### src/rtl/rcg_pkg.sv
package rcg_pkg;

  typedef enum logic [2:0] {
    RA_CMD  = 3'd0,
    RA_CFG  = 3'd1,
    RA_MVAL = 3'd2,
    RA_NINV = 3'd3,
    RA_DINV = 3'd4
  } rcg_addr_e;

  localparam int CMD_UPD_BIT   = 0;
  localparam int CMD_EN_BIT    = 1;
  localparam int CMD_DIRTY_LSB = 4;
  localparam int CMD_OFF_BIT   = 31;

  localparam int CFG_DIV_LSB   = 0;
  localparam int CFG_DIV_W     = 5;
  localparam int CFG_SEL_LSB   = 8;
  localparam int CFG_MODE_LSB  = 12;
  localparam logic [1:0] MODE_DUAL = 2'd2;

  localparam int NUM_DIRTY = 4;

  // Pre-divider period in source ticks: codes 0 and 1 pass through.
  function automatic logic [CFG_DIV_W:0] prediv_period(input logic [CFG_DIV_W-1:0] v);
    return (v <= 5'd1) ? 6'd2 : ({1'b0, v} + 6'd1);
  endfunction

endpackage

### src/rtl/rcg_regs.sv
module rcg_regs
  import rcg_pkg::*;
#(
  parameter int SEL_W = 3,
  parameter int MW    = 8
) (
  input  logic                 clk,
  input  logic                 rst,
  input  logic                 wr_en,
  input  logic [2:0]           addr,
  input  logic [31:0]          wdata,
  output logic [31:0]          rdata,
  input  logic                 ext_req,
  input  logic                 commit,
  output logic                 root_off,
  output logic                 upd_pending,
  output logic [NUM_DIRTY-1:0] dirty,
  output logic                 root_en,
  output logic [SEL_W-1:0]     act_sel,
  output logic [CFG_DIV_W-1:0] act_div,
  output logic [1:0]           act_mode,
  output logic [MW-1:0]        act_m,
  output logic [MW-1:0]        act_ninv,
  output logic [MW-1:0]        act_dinv
);

  logic [SEL_W-1:0]     sh_sel;
  logic [CFG_DIV_W-1:0] sh_div;
  logic [1:0]           sh_mode;
  logic [MW-1:0]        sh_m, sh_ninv, sh_dinv;
  logic [31:0]          rd_next;

  always_comb begin
    rd_next = '0;
    case (addr)
      RA_CMD: begin
        rd_next[CMD_UPD_BIT]                      = upd_pending;
        rd_next[CMD_EN_BIT]                       = root_en;
        rd_next[CMD_DIRTY_LSB +: NUM_DIRTY]       = dirty;
        rd_next[CMD_OFF_BIT]                      = root_off;
      end
      RA_CFG: begin
        rd_next[CFG_DIV_LSB +: CFG_DIV_W] = sh_div;
        rd_next[CFG_SEL_LSB +: SEL_W]     = sh_sel;
        rd_next[CFG_MODE_LSB +: 2]        = sh_mode;
      end
      RA_MVAL: rd_next[MW-1:0] = sh_m;
      RA_NINV: rd_next[MW-1:0] = sh_ninv;
      RA_DINV: rd_next[MW-1:0] = sh_dinv;
      default: rd_next = '0;
    endcase
  end

  always_ff @(posedge clk) begin
    if (rst) begin
      rdata       <= '0;
      root_off    <= 1'b1;
      upd_pending <= 1'b0;
      dirty       <= '0;
      root_en     <= 1'b0;
      sh_sel      <= '0;
      sh_div      <= '0;
      sh_mode     <= '0;
      sh_m        <= '0;
      sh_ninv     <= '0;
      sh_dinv     <= '0;
      act_sel     <= '0;
      act_div     <= '0;
      act_mode    <= '0;
      act_m       <= '0;
      act_ninv    <= '0;
      act_dinv    <= '0;
    end else begin
      rdata    <= rd_next;
      root_off <= !(root_en || ext_req);
      if (commit) begin
        act_sel     <= sh_sel;
        act_div     <= sh_div;
        act_mode    <= sh_mode;
        act_m       <= sh_m;
        act_ninv    <= sh_ninv;
        act_dinv    <= sh_dinv;
        upd_pending <= 1'b0;
        dirty       <= '0;
      end
      if (wr_en) begin
        case (addr)
          RA_CMD: begin
            root_en <= wdata[CMD_EN_BIT];
            if (wdata[CMD_UPD_BIT]) upd_pending <= 1'b1;
          end
          RA_CFG: begin
            sh_div   <= wdata[CFG_DIV_LSB +: CFG_DIV_W];
            sh_sel   <= wdata[CFG_SEL_LSB +: SEL_W];
            sh_mode  <= wdata[CFG_MODE_LSB +: 2];
            dirty[0] <= 1'b1;
          end
          RA_MVAL: begin
            sh_m     <= wdata[MW-1:0];
            dirty[1] <= 1'b1;
          end
          RA_NINV: begin
            sh_ninv  <= wdata[MW-1:0];
            dirty[2] <= 1'b1;
          end
          RA_DINV: begin
            sh_dinv  <= wdata[MW-1:0];
            dirty[3] <= 1'b1;
          end
          default: ;
        endcase
      end
    end
  end

endmodule

### src/rtl/rcg_prediv.sv
module rcg_prediv
  import rcg_pkg::*;
(
  input  logic                 clk,
  input  logic                 rst,
  input  logic                 clr,
  input  logic                 tick,
  input  logic [CFG_DIV_W-1:0] div,
  output logic                 last,
  output logic                 lvl_nx
);

  logic [CFG_DIV_W-1:0] pcnt, pcnt_nx;
  logic [CFG_DIV_W:0]   per, hi;

  always_comb begin
    per     = prediv_period(div);
    hi      = (per + 6'd1) >> 1;
    last    = tick && ({1'b0, pcnt} == per - 6'd1);
    pcnt_nx = pcnt;
    if (tick) pcnt_nx = last ? '0 : pcnt + 1'b1;
    lvl_nx  = ({1'b0, pcnt_nx} < hi);
  end

  always_ff @(posedge clk) begin
    if (rst || clr) pcnt <= '0;
    else            pcnt <= pcnt_nx;
  end

endmodule

### src/rtl/rcg_mnd.sv
module rcg_mnd #(
  parameter int MW = 8
) (
  input  logic          clk,
  input  logic          rst,
  input  logic          clr,
  input  logic          step,
  input  logic [MW-1:0] m,
  input  logic [MW-1:0] ninv,
  input  logic [MW-1:0] dinv,
  output logic          wrap,
  output logic          lvl_nx
);

  logic [MW-1:0] acc, acc_nx, n_true, d_true;
  logic [MW:0]   sum;

  always_comb begin
    n_true = ~ninv + m;
    d_true = ~dinv;
    sum    = {1'b0, acc} + {1'b0, m};
    wrap   = step && (sum >= {1'b0, n_true});
    acc_nx = acc;
    if (step) begin
      if (wrap) acc_nx = sum[MW-1:0] - n_true;
      else      acc_nx = sum[MW-1:0];
    end
    lvl_nx = (acc_nx < d_true);
  end

  always_ff @(posedge clk) begin
    if (rst || clr) acc <= '0;
    else            acc <= acc_nx;
  end

endmodule

### src/rtl/rcg_root.sv
module rcg_root
  import rcg_pkg::*;
#(
  parameter int N_SRC = 8,
  parameter int MW    = 8
) (
  input  logic             clk,
  input  logic             rst,
  input  logic             wr_en,
  input  logic [2:0]       addr,
  input  logic [31:0]      wdata,
  output logic [31:0]      rdata,
  input  logic [N_SRC-1:0] src_tick,
  input  logic             ext_req,
  output logic             clk_out
);

  localparam int SEL_W = $clog2(N_SRC);
  localparam int ACT_W = SEL_W + CFG_DIV_W + 2 + 3 * MW;

  logic                 root_off, upd_pending, root_en;
  logic [NUM_DIRTY-1:0] dirty;
  logic [SEL_W-1:0]     act_sel;
  logic [CFG_DIV_W-1:0] act_div;
  logic [1:0]           act_mode;
  logic [MW-1:0]        act_m, act_ninv, act_dinv;
  logic [ACT_W-1:0]     act_flat;
  logic                 tick, mnd_on, pd_last, pd_lvl, mnd_wrap, mnd_lvl;
  logic                 boundary, commit, clr;

  rcg_regs #(.SEL_W(SEL_W), .MW(MW)) u_regs (
    .clk(clk), .rst(rst), .wr_en(wr_en), .addr(addr), .wdata(wdata),
    .rdata(rdata), .ext_req(ext_req), .commit(commit),
    .root_off(root_off), .upd_pending(upd_pending), .dirty(dirty),
    .root_en(root_en), .act_sel(act_sel), .act_div(act_div),
    .act_mode(act_mode), .act_m(act_m), .act_ninv(act_ninv),
    .act_dinv(act_dinv)
  );

  assign act_flat = {act_sel, act_div, act_mode, act_m, act_ninv, act_dinv};

  always_comb begin
    tick = 1'b0;
    if (!root_off && (int'(act_sel) < N_SRC)) tick = src_tick[act_sel];
  end

  assign mnd_on   = (act_mode == MODE_DUAL) && (act_ninv != '0);
  assign boundary = pd_last && (!mnd_on || mnd_wrap || (act_m == '0));
  assign commit   = upd_pending && (root_off || boundary);
  assign clr      = commit || root_off;

  rcg_prediv u_prediv (
    .clk(clk), .rst(rst), .clr(clr), .tick(tick), .div(act_div),
    .last(pd_last), .lvl_nx(pd_lvl)
  );

  rcg_mnd #(.MW(MW)) u_mnd (
    .clk(clk), .rst(rst), .clr(clr), .step(pd_last && mnd_on),
    .m(act_m), .ninv(act_ninv), .dinv(act_dinv),
    .wrap(mnd_wrap), .lvl_nx(mnd_lvl)
  );

  always_ff @(posedge clk) begin
    if (rst || root_off || commit) clk_out <= 1'b0;
    else if (tick)                 clk_out <= mnd_on ? mnd_lvl : pd_lvl;
  end

endmodule

### config.mk
export PLATFORM = sky130hd
export DESIGN_NAME = rcg_root
export DESIGN_NICKNAME = d
export VERILOG_FILES = /design/src/rtl/rcg_pkg.sv /design/src/rtl/rcg_regs.sv /design/src/rtl/rcg_prediv.sv /design/src/rtl/rcg_mnd.sv /design/src/rtl/rcg_root.sv
export SDC_FILE = /design/constraint.sdc
export NUM_CORES = 1
export LEC_CHECK = 0
export CORE_ASPECT_RATIO = 1.5
export CORE_MARGIN = 2
export CORE_UTILIZATION = 55
export DETAILED_ROUTE_END_ITERATION = 16
export HOLD_SLACK_MARGIN = 0.1
export PLACE_DENSITY = 0.9
export SYNTH_ARGS = -nofsm -noshare
export SYNTH_HDL_FRONTEND = slang
export SYNTH_HIERARCHICAL = 1
export SYNTH_SLANG_ARGS = --single-unit
### constraint.sdc
create_clock -name clk -period 6.1 [get_ports clk]
set_input_delay 1.22 -clock clk [delete_from_list [all_inputs] [get_ports clk]]
set_output_delay 1.22 -clock clk [all_outputs]
set_load 0.1 [all_outputs]
**Word level (Yosys, flattened, before mapping)**

Index checks and enable logic that the tools add are counted.

- Bits in registers: 121
- Input port bits: 47
- Output and inout bits: 33
- Logic and storage cells: 94

- $add $sub $neg: 7
- $lt $le $gt $ge: 5
- Eq/ne operators: 6
- Muxes and demuxes: 23
- Bitwise gates (word level): 4
- Reductions and logical operators: 26

Operators with widths:

| operator | count |
|---|---|
| $mux W8 | 2 |
| $not A8 Y8 | 2 |
| $pmux W3 S4 | 1 |
| $mux W1 | 11 |
| $mux W5 | 2 |
| $pmux W2 S5 | 1 |
| $reduce_and A2 Y1 | 5 |
| $add A8 B8 Y9 | 1 |
| $ge A9 B8 Y1 | 1 |
| $add A8 B8 Y8 | 1 |
| $logic_not A8 Y1 | 1 |
| $logic_or A1 B1 Y1 | 8 |
| $lt A8 B8 Y1 | 1 |
| $mux W4 | 2 |
| $pmux W2 S4 | 1 |
| $reduce_bool A8 Y1 | 1 |
| $sub A8 B8 Y8 | 1 |
| $add A5 B1 Y6 const B | 1 |
| $add A6 B1 Y6 const B | 1 |
| $eq A3 B2 Y1 const B | 2 |
| $eq A5 B6 Y1 | 1 |
| $logic_and A1 B1 Y1 | 6 |
| $mux W6 | 1 |
| $sub A6 B1 Y6 const B | 1 |
| 13 further kinds | 16 |

**Logic depth before layout (Yosys ltp)**

Gate-level depths: netlist (run 1).

- Depth after elaboration: 16
- Depth in mapped cells: 27
- Gate-level depth less buffers: 26

**Cells and area by module**

The synthesis (run 1) kept the hierarchy.

By module, submodules not included:

| module | times used | cells each | area an instance (µm²) | sequential area each (µm²) |
|---|---|---|---|---|
| rcg_regs | 1 | 382 | 3517.1 | 1781.7 |
| rcg_mnd | 1 | 188 | 1545.2 | 160.2 |
| rcg_prediv | 1 | 124 | 953.4 | 100.1 |
| rcg_root | 1 | 22 | 193.9 | 20.0 |

**Worst setup path before layout (run 1)**

OpenSTA, ideal clock, no wires.

- Path kind: input to register
- Start point: input port src_tick[2]
- End point: register clk_out
- Library setup time: 75 ps
- Data arrival time: 4783 ps
- Data required time: 6025 ps
- Path slack: 1242 ps
- Stages: 21
- Path buffers: 3
- Path through: mux4_2 > o22ai_1 > a311oi_2 > nand2_1 > a31oi_1 > o211ai_1 > nor3_2 > buf_6 > and2_1 > buf_1 > clkbuf_1 > nor2_1 > a21oi_1 > ha_1 > a21o_1 > a211oi_1 > nand2_1 > o22ai_1 > mux2_2 > mux2i_1 > nor3_2

- Elaborated cells between the ends (all ways): 19
- Classes of those cells: order compare (2); mux (8); reduce/logical (9)

RTL lines:

| what | line | RTL |
|---|---|---|
| start, declared | rcg_root.sv:13 | `input logic [N_SRC-1:0] src_tick,` |
| $bmux W1 S3 (*) | rcg_root.sv:44 | `if (!root_off && (int'(act_sel) < N_SRC)) tick = src_tick[act_sel];` |
| $mux W1 (implied by the code) (*) | rcg_root.sv:44 |  |
| $mux W1 (*) | rcg_root.sv:44 |  |
| net tick | rcg_root.sv:28 | `logic tick, mnd_on, pd_last, pd_lvl, mnd_wrap, mnd_lvl;` |
| $logic_and A1 B1 Y1 (*) | rcg_prediv.sv:19 | `last = tick && ({1'b0, pcnt} == per - 6'd1);` |
| net pd_last | rcg_root.sv:28 |  |
| $logic_and A1 B1 Y1 (*) | rcg_root.sv:58 | `.clk(clk), .rst(rst), .clr(clr), .step(pd_last && mnd_on),` |
| $logic_and A1 B1 Y1 | rcg_mnd.sv:22 | `wrap = step && (sum >= {1'b0, n_true});` |
| $mux W8 | rcg_mnd.sv:25 | `if (wrap) acc_nx = sum[MW-1:0] - n_true;` |
| $mux W8 (*) | rcg_mnd.sv:24 | `if (step) begin` |
| net u_mnd.acc_nx[6] | rcg_mnd.sv:15 | `logic [MW-1:0] acc, acc_nx, n_true, d_true;` |
| $lt A8 B8 Y1 (*) | rcg_mnd.sv:28 | `lvl_nx = (acc_nx < d_true);` |
| net mnd_lvl | rcg_root.sv:28 |  |
| $mux W1 (*) | rcg_root.sv:65 | `else if (tick) clk_out <= mnd_on ? mnd_lvl : pd_lvl;` |
| end signal, assigned | rcg_root.sv:65 |  |
| end, declared | rcg_root.sv:15 | `output logic clk_out` |

The timed path passes the listed nets; every way through them passes the cells marked *. The select of a mux whose other input is x is not followed.
A chain may end at the register's enable or synchronous reset.

**Worst setup path in the final report (run 1)**

- Start point: register u_regs.act_m[0]
- End point: register clk_out

- Elaborated cells between the ends (all ways): 16
- Classes of those cells: add/sub (3); order compare (2); mux (3); reduce/logical (8)

RTL lines:

| what | line | RTL |
|---|---|---|
| start, declared | rcg_regs.sv:22 | `output logic [MW-1:0] act_m,` |
| start signal, assigned | rcg_regs.sv:80 | `act_m <= sh_m;` |
| $add A8 B8 Y9 / $add A8 B8 Y8 (equally long branches) | rcg_mnd.sv:21, rcg_mnd.sv:19 |  |
| $ge A9 B8 Y1 | rcg_mnd.sv:22 |  |
| $logic_and A1 B1 Y1 | rcg_mnd.sv:22 |  |
| $mux W8 (*) | rcg_mnd.sv:25 |  |
| $mux W8 (*) | rcg_mnd.sv:24 |  |
| net u_mnd.acc_nx[1] | rcg_mnd.sv:15 |  |
| $lt A8 B8 Y1 (*) | rcg_mnd.sv:28 |  |
| net mnd_lvl | rcg_root.sv:28 |  |
| $mux W1 (*) | rcg_root.sv:65 |  |

The timed path passes the listed nets; every way through them passes the cells marked *.

==> results of run 1 <==
## metal layers
layer	vias to the layer above	track usage (%)	part of all wire (%)
met1	2504	25.7	38
met3	72	4.33	4.5
met5	-	0	0
met4	0	16.0	5.6
li1	2491	-	-
met2	185	45.6	51
## final timing paths
kind	from	end	slack, ps	cells after the start
worst min register to register	u_regs/dirty[0]	u_regs/dirty[0]	460	2
worst max register to register	u_regs/act_m[0]	clk_out	680	24
worst max-delay path	u_regs/act_m[0]	clk_out	680	24
worst min-delay path	u_regs/dirty[0]	u_regs/dirty[0]	460	2
## layout by cell type, fill, tap and decap left out, types with 4 or more instances in the layout
cell / instances
sky130_fd_sc_hd__dfxtp_1: 103
sky130_fd_sc_hd__nand2_1: 94
sky130_fd_sc_hd__nor2_1: 62
sky130_fd_sc_hd__a21oi_1: 58
sky130_fd_sc_hd__mux2i_1: 48
sky130_fd_sc_hd__clkdlybuf4s50_1: 41
sky130_fd_sc_hd__ha_1: 39
sky130_fd_sc_hd__inv_1: 29
sky130_fd_sc_hd__conb_1: 18
sky130_fd_sc_hd__nor2b_1: 16
sky130_fd_sc_hd__xnor2_1: 14
sky130_fd_sc_hd__xor2_1: 13
sky130_fd_sc_hd__nand2b_1: 12
sky130_fd_sc_hd__a21o_1: 11
sky130_fd_sc_hd__and3_1: 11
sky130_fd_sc_hd__nor4_1: 10
sky130_fd_sc_hd__a21oi_2: 10
sky130_fd_sc_hd__a211oi_1: 10
sky130_fd_sc_hd__o21ai_0: 10
sky130_fd_sc_hd__clkbuf_16: 9
sky130_fd_sc_hd__mux2_2: 8
sky130_fd_sc_hd__nand4_1: 7
sky130_fd_sc_hd__and2_1: 6
sky130_fd_sc_hd__o21bai_1: 6
sky130_fd_sc_hd__o22ai_1: 5
sky130_fd_sc_hd__buf_4: 5
sky130_fd_sc_hd__nand3_1: 5
sky130_fd_sc_hd__a31oi_1: 5
sky130_fd_sc_hd__bufinv_16: 4
sky130_fd_sc_hd__o211ai_1: 4
## power breakdown
group | total [mW] | switching [mW] | internal [mW]
clock network | 0.697 | 0.253 | 0.444
registers | 0.687 | 0.00669 | 0.680
logic | 0.143 | 0.106 | 0.0366
total | 1.53 | 0.366 | 1.16
## flip-flops by register name, summed over array words and instances, names as in the netlist, 2 cells and up
signal           count
u_regs/sh_mode       2
u_regs/act_dinv      8
u_mnd/acc            8
u_regs/act_m         8
u_regs/dirty         4
u_regs/sh_ninv       8
u_regs/rdata        14
u_regs/sh_m          8
u_regs/sh_dinv       8
u_regs/sh_div        5
u_regs/act_ninv      8
u_regs/act_mode      2
u_regs/sh_sel        3
u_regs/act_sel       3
u_prediv/pcnt        5
u_regs/act_div       5
## logic make-up after synthesis
family / Yosys count / share of synthesized area, %
xor+xnor: 30 / 4.59
simple gates: 247 / 19.6
flops: 103 / 33.2
fa+ha+maj: 42 / 8.83
other cells: 1 / 0.0604
compound gates: 148 / 15.8
mux: 60 / 10.2
buf+inv: 85 / 7.68
## layout make-up
class,count,area (µm²)
Tap cell,147,184
Clock inverter,7,143
Multi-Input combinational cell,545,3740
Clock buffer,9,225
Fill cell,866,4070
Sequential cell,103,2060
Timing Repair Buffer,48,473
Inverter,29,109
## worst min-delay path: cells and delay by family (launching register included)
kind / cells / cell delay [ps]
AND/OR/NAND/NOR: 1 / 60
flip-flops: 1 / 310
AO/OA/AOI/OAI: 1 / 60
## per-stage QoR
stage	power (mW)	worst slack, ps
2_1_floorplan	0.817	1240
3_3_place_gp	0.840	780
3_5_place_dp	0.842	703
4_1_cts	1.53	806
5_1_grt	1.57	420
6_report	1.53	681
==> flow_summary_export.csv, run 1 <==
group,metric,value,unit
timing,drv_slew,0,
final_layout,syn_to_final_growth,11.6,%
synth,synth.lib_cells_used.distinct,72,
power_and_ir_drop,leakage,2.70,nW
final_layout,fraction_of_final_layout_cells_with_drive_strength_greater_than_1,8.77,%
setup_path,worst-setup-path-type,"reg2reg",
synth,syn_area,6210,µm²
grt,grt_pass1_wl,24500,µm
setup_path,critical_path_at,5700,ps
final_layout,final_util,63.0,%
outcome,outcome,"finished, final reports clean",
flow_run,cap_violations,0,
clock_network,cts_inserted_buffers,9,
route,detailedRoute.firstIterationViolations,315,
grt,global_route.usage.total,24.8,%
synth,synth_area_leaders,"sky130_fd_sc_hd__dfxtp_1 33%, sky130_fd_sc_hd__ha_1 7.9%, sky130_fd_sc_hd__mux2i_1 7.7%, sky130_fd_sc_hd__nand2_1 5.7%, sky130_fd_sc_hd__a21oi_1 4.7%",
synth,syn-instance-count,716,
setup_path,cpPeakStageDelay,420,ps
floorplanning,io-pin-count,80,
setup_path,endpoint_kind,"flip-flop",
final_layout,fin_area,6930,µm²
clock_network,postCtsSetupBuffers,0,
synth,synth-edff-count,0,
timing,max_clock_freq,185,MHz
route,drt_pass1_iterations,6,
floorplanning,die_h,134,µm
timing,fin_tns_setup,0,ps
timing,clock-skew-final,6.46,ps
timing,worst_slew_margin_rel,32.6,%
timing,grt_setup_unrepaired,"no",
clock_network,post_cts_resize_count,0,
timing,worst-slew-pin-transition,1010,ps
timing,hold_viol,0,
placed_design,post-place-cells,872,
synth,synthesis.yosys.warnings,6,
synth,synthDominantAreaCellType,"sky130_fd_sc_hd__dfxtp_1",
route,via_per_inst,5.91,
clock_network,htreeDepth,3,
synth,yosysTopAreaCellShare,33.2,%
route,wl,15300,µm
timing,number_of_setup_violations_in_the_final_report,0,
grt,grt.overflow.total,0,
setup_path,worstPathMaxFanout,7,
floorplanning,floorplan.core_area,11000,µm²
placed_design,place_hpwl,10400,µm
floorplanning,start_util,56.5,%
placed_design,placedInstanceArea,6560,µm²
synth,synth-seq-area-share,33.2,%
timing,timing.hold.ws,464,ps
route,routed-via-count,5252,
clock_network,clk_root_buffer_cell,"sky130_fd_sc_hd__clkbuf_16",
power_and_ir_drop,ir_drop,444,µV
clock_network,holdBufCountCts,0,
clock_network,clock_latency,350,ps
clock_network,worst_setup_hold_path_clk_slew,70,ps
route,drt-wirelength-per-cell,17.2,µm
floorplanning,floorplan.die_area,12200,µm²
synth,synthFlopType,"sky130_fd_sc_hd__dfxtp_1",
floorplanning,dieWidth,90.8,µm
route,drc,0,
synth,async_flop_share,0,%
setup_path,worstPathBufferInverterCount,2,
synth,synthesis.area_per_instance,8.67,µm²
grt,largest_net_degree_at_the_start_of_global_routing,47,
power_and_ir_drop,power_density,220,nW/µm²
route,antenna_left,0,
setup_path,start_kind,"flip-flop",
final_layout,num-nets-final,825,
grt,first_global_vias,5164,
placed_design,finalWeightedCongestion,0.876,
clock_network,max-clock-path-buffers,2,
setup_path,worst_ep_required_time,6380,ps
grt,antenna_violations_before_repair,0,
placed_design,portBuffers,42,
clock_network,clock_sink_count,103,
timing,layout_min_cycle_time,5420,ps
final_layout,finish.cell_count_without_fillers,888,
synth,synth.top_cells.by_count,"103 x sky130_fd_sc_hd__dfxtp_1, 94 x sky130_fd_sc_hd__nand2_1, 62 x sky130_fd_sc_hd__nor2_1",
clock_network,tritoncts_clock_tree,"built",
setup_path,crit_path_cell_trace,"ha_1, inv_1, fa_1, nand2b_1, a21oi_1, xor2_1, inv_1, ha_1, a21oi_1, o221ai_1, a31oi_1, o31a_1, mux2i_1, mux2_4, ha_1, a21o_1, a21oi_1, nor2b_1, o21ai_0, nand2_1, o22ai_1, mux2_2, mux2i_1, nor3_2",
synth,synth_most_common_cell,"sky130_fd_sc_hd__dfxtp_1",
worst_hold_path,hp-class,"reg2reg",
final_layout,antenna_fix_cells,0,
setup_path,cp_max_stage_cell,"sky130_fd_sc_hd__dfxtp_1",
setup_path,path_delay_family,"compound AO/OA/AOI/OAI gates",
synth,postSynthRegisterBits,103,
timing,timing.final.crit_share,88.8,%
floorplanning,std_cell_rows,47,
No activity file was read; power rests on OpenSTA's default activity.
==> run 2, diff against run 1 <==
--- a/config.mk
+++ b/config.mk
@@ -10,7 +10,7 @@
 export CORE_UTILIZATION = 55
 export DETAILED_ROUTE_END_ITERATION = 16
 export HOLD_SLACK_MARGIN = 0.1
-export PLACE_DENSITY = 0.9
+export PLACE_DENSITY = 0.84
 export SYNTH_ARGS = -nofsm -noshare
 export SYNTH_HDL_FRONTEND = slang
 export SYNTH_HIERARCHICAL = 1
==> run 2 against run 1 <==
Clock skew shrank 1.9 ps. Final cell count is the same. Fmax grew 3.5%. Clock power shrank 23%. Non-clock buffer count is the same. Critical path depth is the same. Via count shrank 2.7%. Design area shrank 1.2%.
==> flow_summary_export.csv, run 2 (synthesis gave the netlist of run 1 again) <==
group,metric,value,unit
timing,worst_slew_margin_rel,33.4,%
clock_network,clock_sink_count,103,
power_and_ir_drop,switching_share,25.7,%
grt,global_route.usage.total,24.0,%
final_layout,antenna_fix_cells,0,
setup_path,worstPathMaxFanout,10,
worst_hold_path,hp-class,"reg2reg",
clock_network,clock_latency,340,ps
setup_path,start_kind,"flip-flop",
route,drt_pass1_iterations,4,
final_layout,max_flop_register,"u_regs/rdata",
clock_network,holdBufCountCts,0,
final_layout,layout_commonest_cell,"sky130_fd_sc_hd__dfxtp_1",
power_and_ir_drop,power_density,199,nW/µm²
power_and_ir_drop,comb_power_share,10.4,%
route,antenna_left,0,
final_layout,fin_area,6850,µm²
timing,layout_min_cycle_time,5240,ps
floorplanning,floorplan.core_area,11000,µm²
power_and_ir_drop,p_int,1.01,mW
timing,number_of_setup_violations_in_the_final_report,0,
placed_design,placedInstanceArea,6560,µm²
clock_network,cts_inserted_buffers,9,
clock_network,htreeDepth,3,
placed_design,post-place-cells,872,
timing,drv_slew,0,
grt,first_global_vias,4971,
timing,hold_viol,0,
floorplanning,floorplan.die_area,12200,µm²
grt,largest_net_degree_at_the_start_of_global_routing,59,
power_and_ir_drop,leakage,2.66,nW
flow_run,cap_violations,0,
timing,grt_setup_unrepaired,"no",
outcome,outcome,"finished, final reports clean",
floorplanning,io-pin-count,80,
timing,timing.hold.ws,467,ps
clock_network,worst_setup_hold_path_clk_slew,70,ps
route,drc,0,
final_layout,syn_to_final_growth,10.3,%
floorplanning,start_util,56.5,%
power_and_ir_drop,clock_power_share,39.3,%
setup_path,endpoint_kind,"flip-flop",
floorplanning,dieWidth,90.8,µm
placed_design,finalWeightedCongestion,0.881,
final_layout,finish.cell_count_without_fillers,888,
grt,grt_pass1_wl,23700,µm
setup_path,worst-setup-path-type,"reg2reg",
power_and_ir_drop,seq_power_share,50.3,%
power_and_ir_drop,ir_drop,257,µV
setup_path,worst_ep_required_time,6370,ps
route,via_per_inst,5.76,
final_layout,largest_reg_flops,14,
clock_network,postCtsSetupBuffers,0,
clock_network,max-clock-path-buffers,2,
final_layout,fraction_of_final_layout_cells_with_drive_strength_greater_than_1,8.77,%
grt,antenna_violations_before_repair,0,
route,wl,14700,µm
route,routed-via-count,5112,
final_layout,num-nets-final,825,
setup_path,worstRegToRegCells,24,
grt,grt.overflow.total,0,
floorplanning,std_cell_rows,47,
clock_network,clk_root_buffer_cell,"sky130_fd_sc_hd__clkbuf_16",
clock_network,tritoncts_clock_tree,"built",
worst_hold_path,min_delay_path_depth,2,
setup_path,critical_path_at,5500,ps
timing,fin_tns_setup,0,ps
placed_design,place_hpwl,10900,µm
power_and_ir_drop,power.switching,0.351,mW
final_layout,mostFrequentLayoutCells,"103 x sky130_fd_sc_hd__dfxtp_1, 94 x sky130_fd_sc_hd__nand2_1, 62 x sky130_fd_sc_hd__nor2_1",
timing,worst-slew-pin-transition,995,ps
timing,timing.final.crit_share,85.8,%
timing,max_clock_freq,191,MHz
route,drt-wirelength-per-cell,16.5,µm
route,detailedRoute.firstIterationViolations,276,
clock_network,post_cts_resize_count,0,
timing,clock-skew-final,4.54,ps
placed_design,portBuffers,42,
floorplanning,die_h,134,µm
-- run 2: path summary, 6_finish.rpt --
kind	start	endpoint	slack (ps)
worst max register to register	u_regs/act_m[0]	clk_out	860
worst max-delay path	u_regs/act_m[0]	clk_out	860
worst min register to register	u_regs/sh_sel[0]	u_regs/sh_sel[0]	470
worst min-delay path	u_regs/sh_sel[0]	u_regs/sh_sel[0]	470
-- run 2: area by class of cell --
class	count	area (µm²)
Clock buffer	11	253
Clock inverter	5	32.5
Fill cell	899	4150
Inverter	29	109
Multi-Input combinational cell	545	3740
Sequential cell	103	2060
Tap cell	147	184
Timing Repair Buffer	48	473
-- run 2: power groups by stage --
stage | combinational (mW) | sequential (mW) | clock, mW
3_3_place_gp | 0.137 | 0.702 | 0
5_1_grt | 0.148 | 0.688 | 0.568
3_5_place_dp | 0.139 | 0.702 | 0
4_1_cts | 0.140 | 0.687 | 0.540
2_1_floorplan | 0.107 | 0.710 | 0
6_report | 0.141 | 0.687 | 0.537
-- run 2: critical path, stage by stage (launching register included) --
cell and delay, ps:
sky130_fd_sc_hd__dfxtp_1 410, sky130_fd_sc_hd__ha_1 200, sky130_fd_sc_hd__inv_1 60, sky130_fd_sc_hd__fa_1 390
sky130_fd_sc_hd__nand2b_1 160, sky130_fd_sc_hd__a21oi_1 240, sky130_fd_sc_hd__xor2_1 340, sky130_fd_sc_hd__inv_1 90
sky130_fd_sc_hd__ha_1 330, sky130_fd_sc_hd__a21oi_1 270, sky130_fd_sc_hd__o221ai_1 140, sky130_fd_sc_hd__a31oi_1 220
sky130_fd_sc_hd__o31a_1 490, sky130_fd_sc_hd__mux2i_1 140, sky130_fd_sc_hd__mux2_4 290, sky130_fd_sc_hd__ha_1 300
sky130_fd_sc_hd__a21o_1 180, sky130_fd_sc_hd__a21oi_1 140, sky130_fd_sc_hd__nor2b_1 70, sky130_fd_sc_hd__o21ai_0 150
sky130_fd_sc_hd__nand2_1 70, sky130_fd_sc_hd__o22ai_1 140, sky130_fd_sc_hd__mux2_2 170, sky130_fd_sc_hd__mux2i_1 70
sky130_fd_sc_hd__nor3_2 100
-- run 2: per-stage QoR --
stage | util, % | power [mW] | worst slack [ps]
final | 62.3 | 1.37 | 863
after global placement | 59.7 | 0.839 | 857
after detailed placement | 59.7 | 0.842 | 814
after floorplan | - | 0.817 | 1240
after global routing | 62.3 | 1.40 | 515
after CTS | 62.3 | 1.37 | 884
-- run 2: layer usage --
metal	GRT usage, %	share of wire (%)	wire length, µm	up-vias
met5	0	0	0	-
met4	12.5	4.1	601	0
met2	45.0	53	7790	157
li1	-	-	-	2499
met3	3.15	3.2	474	41
met1	25.9	40	5820	2415
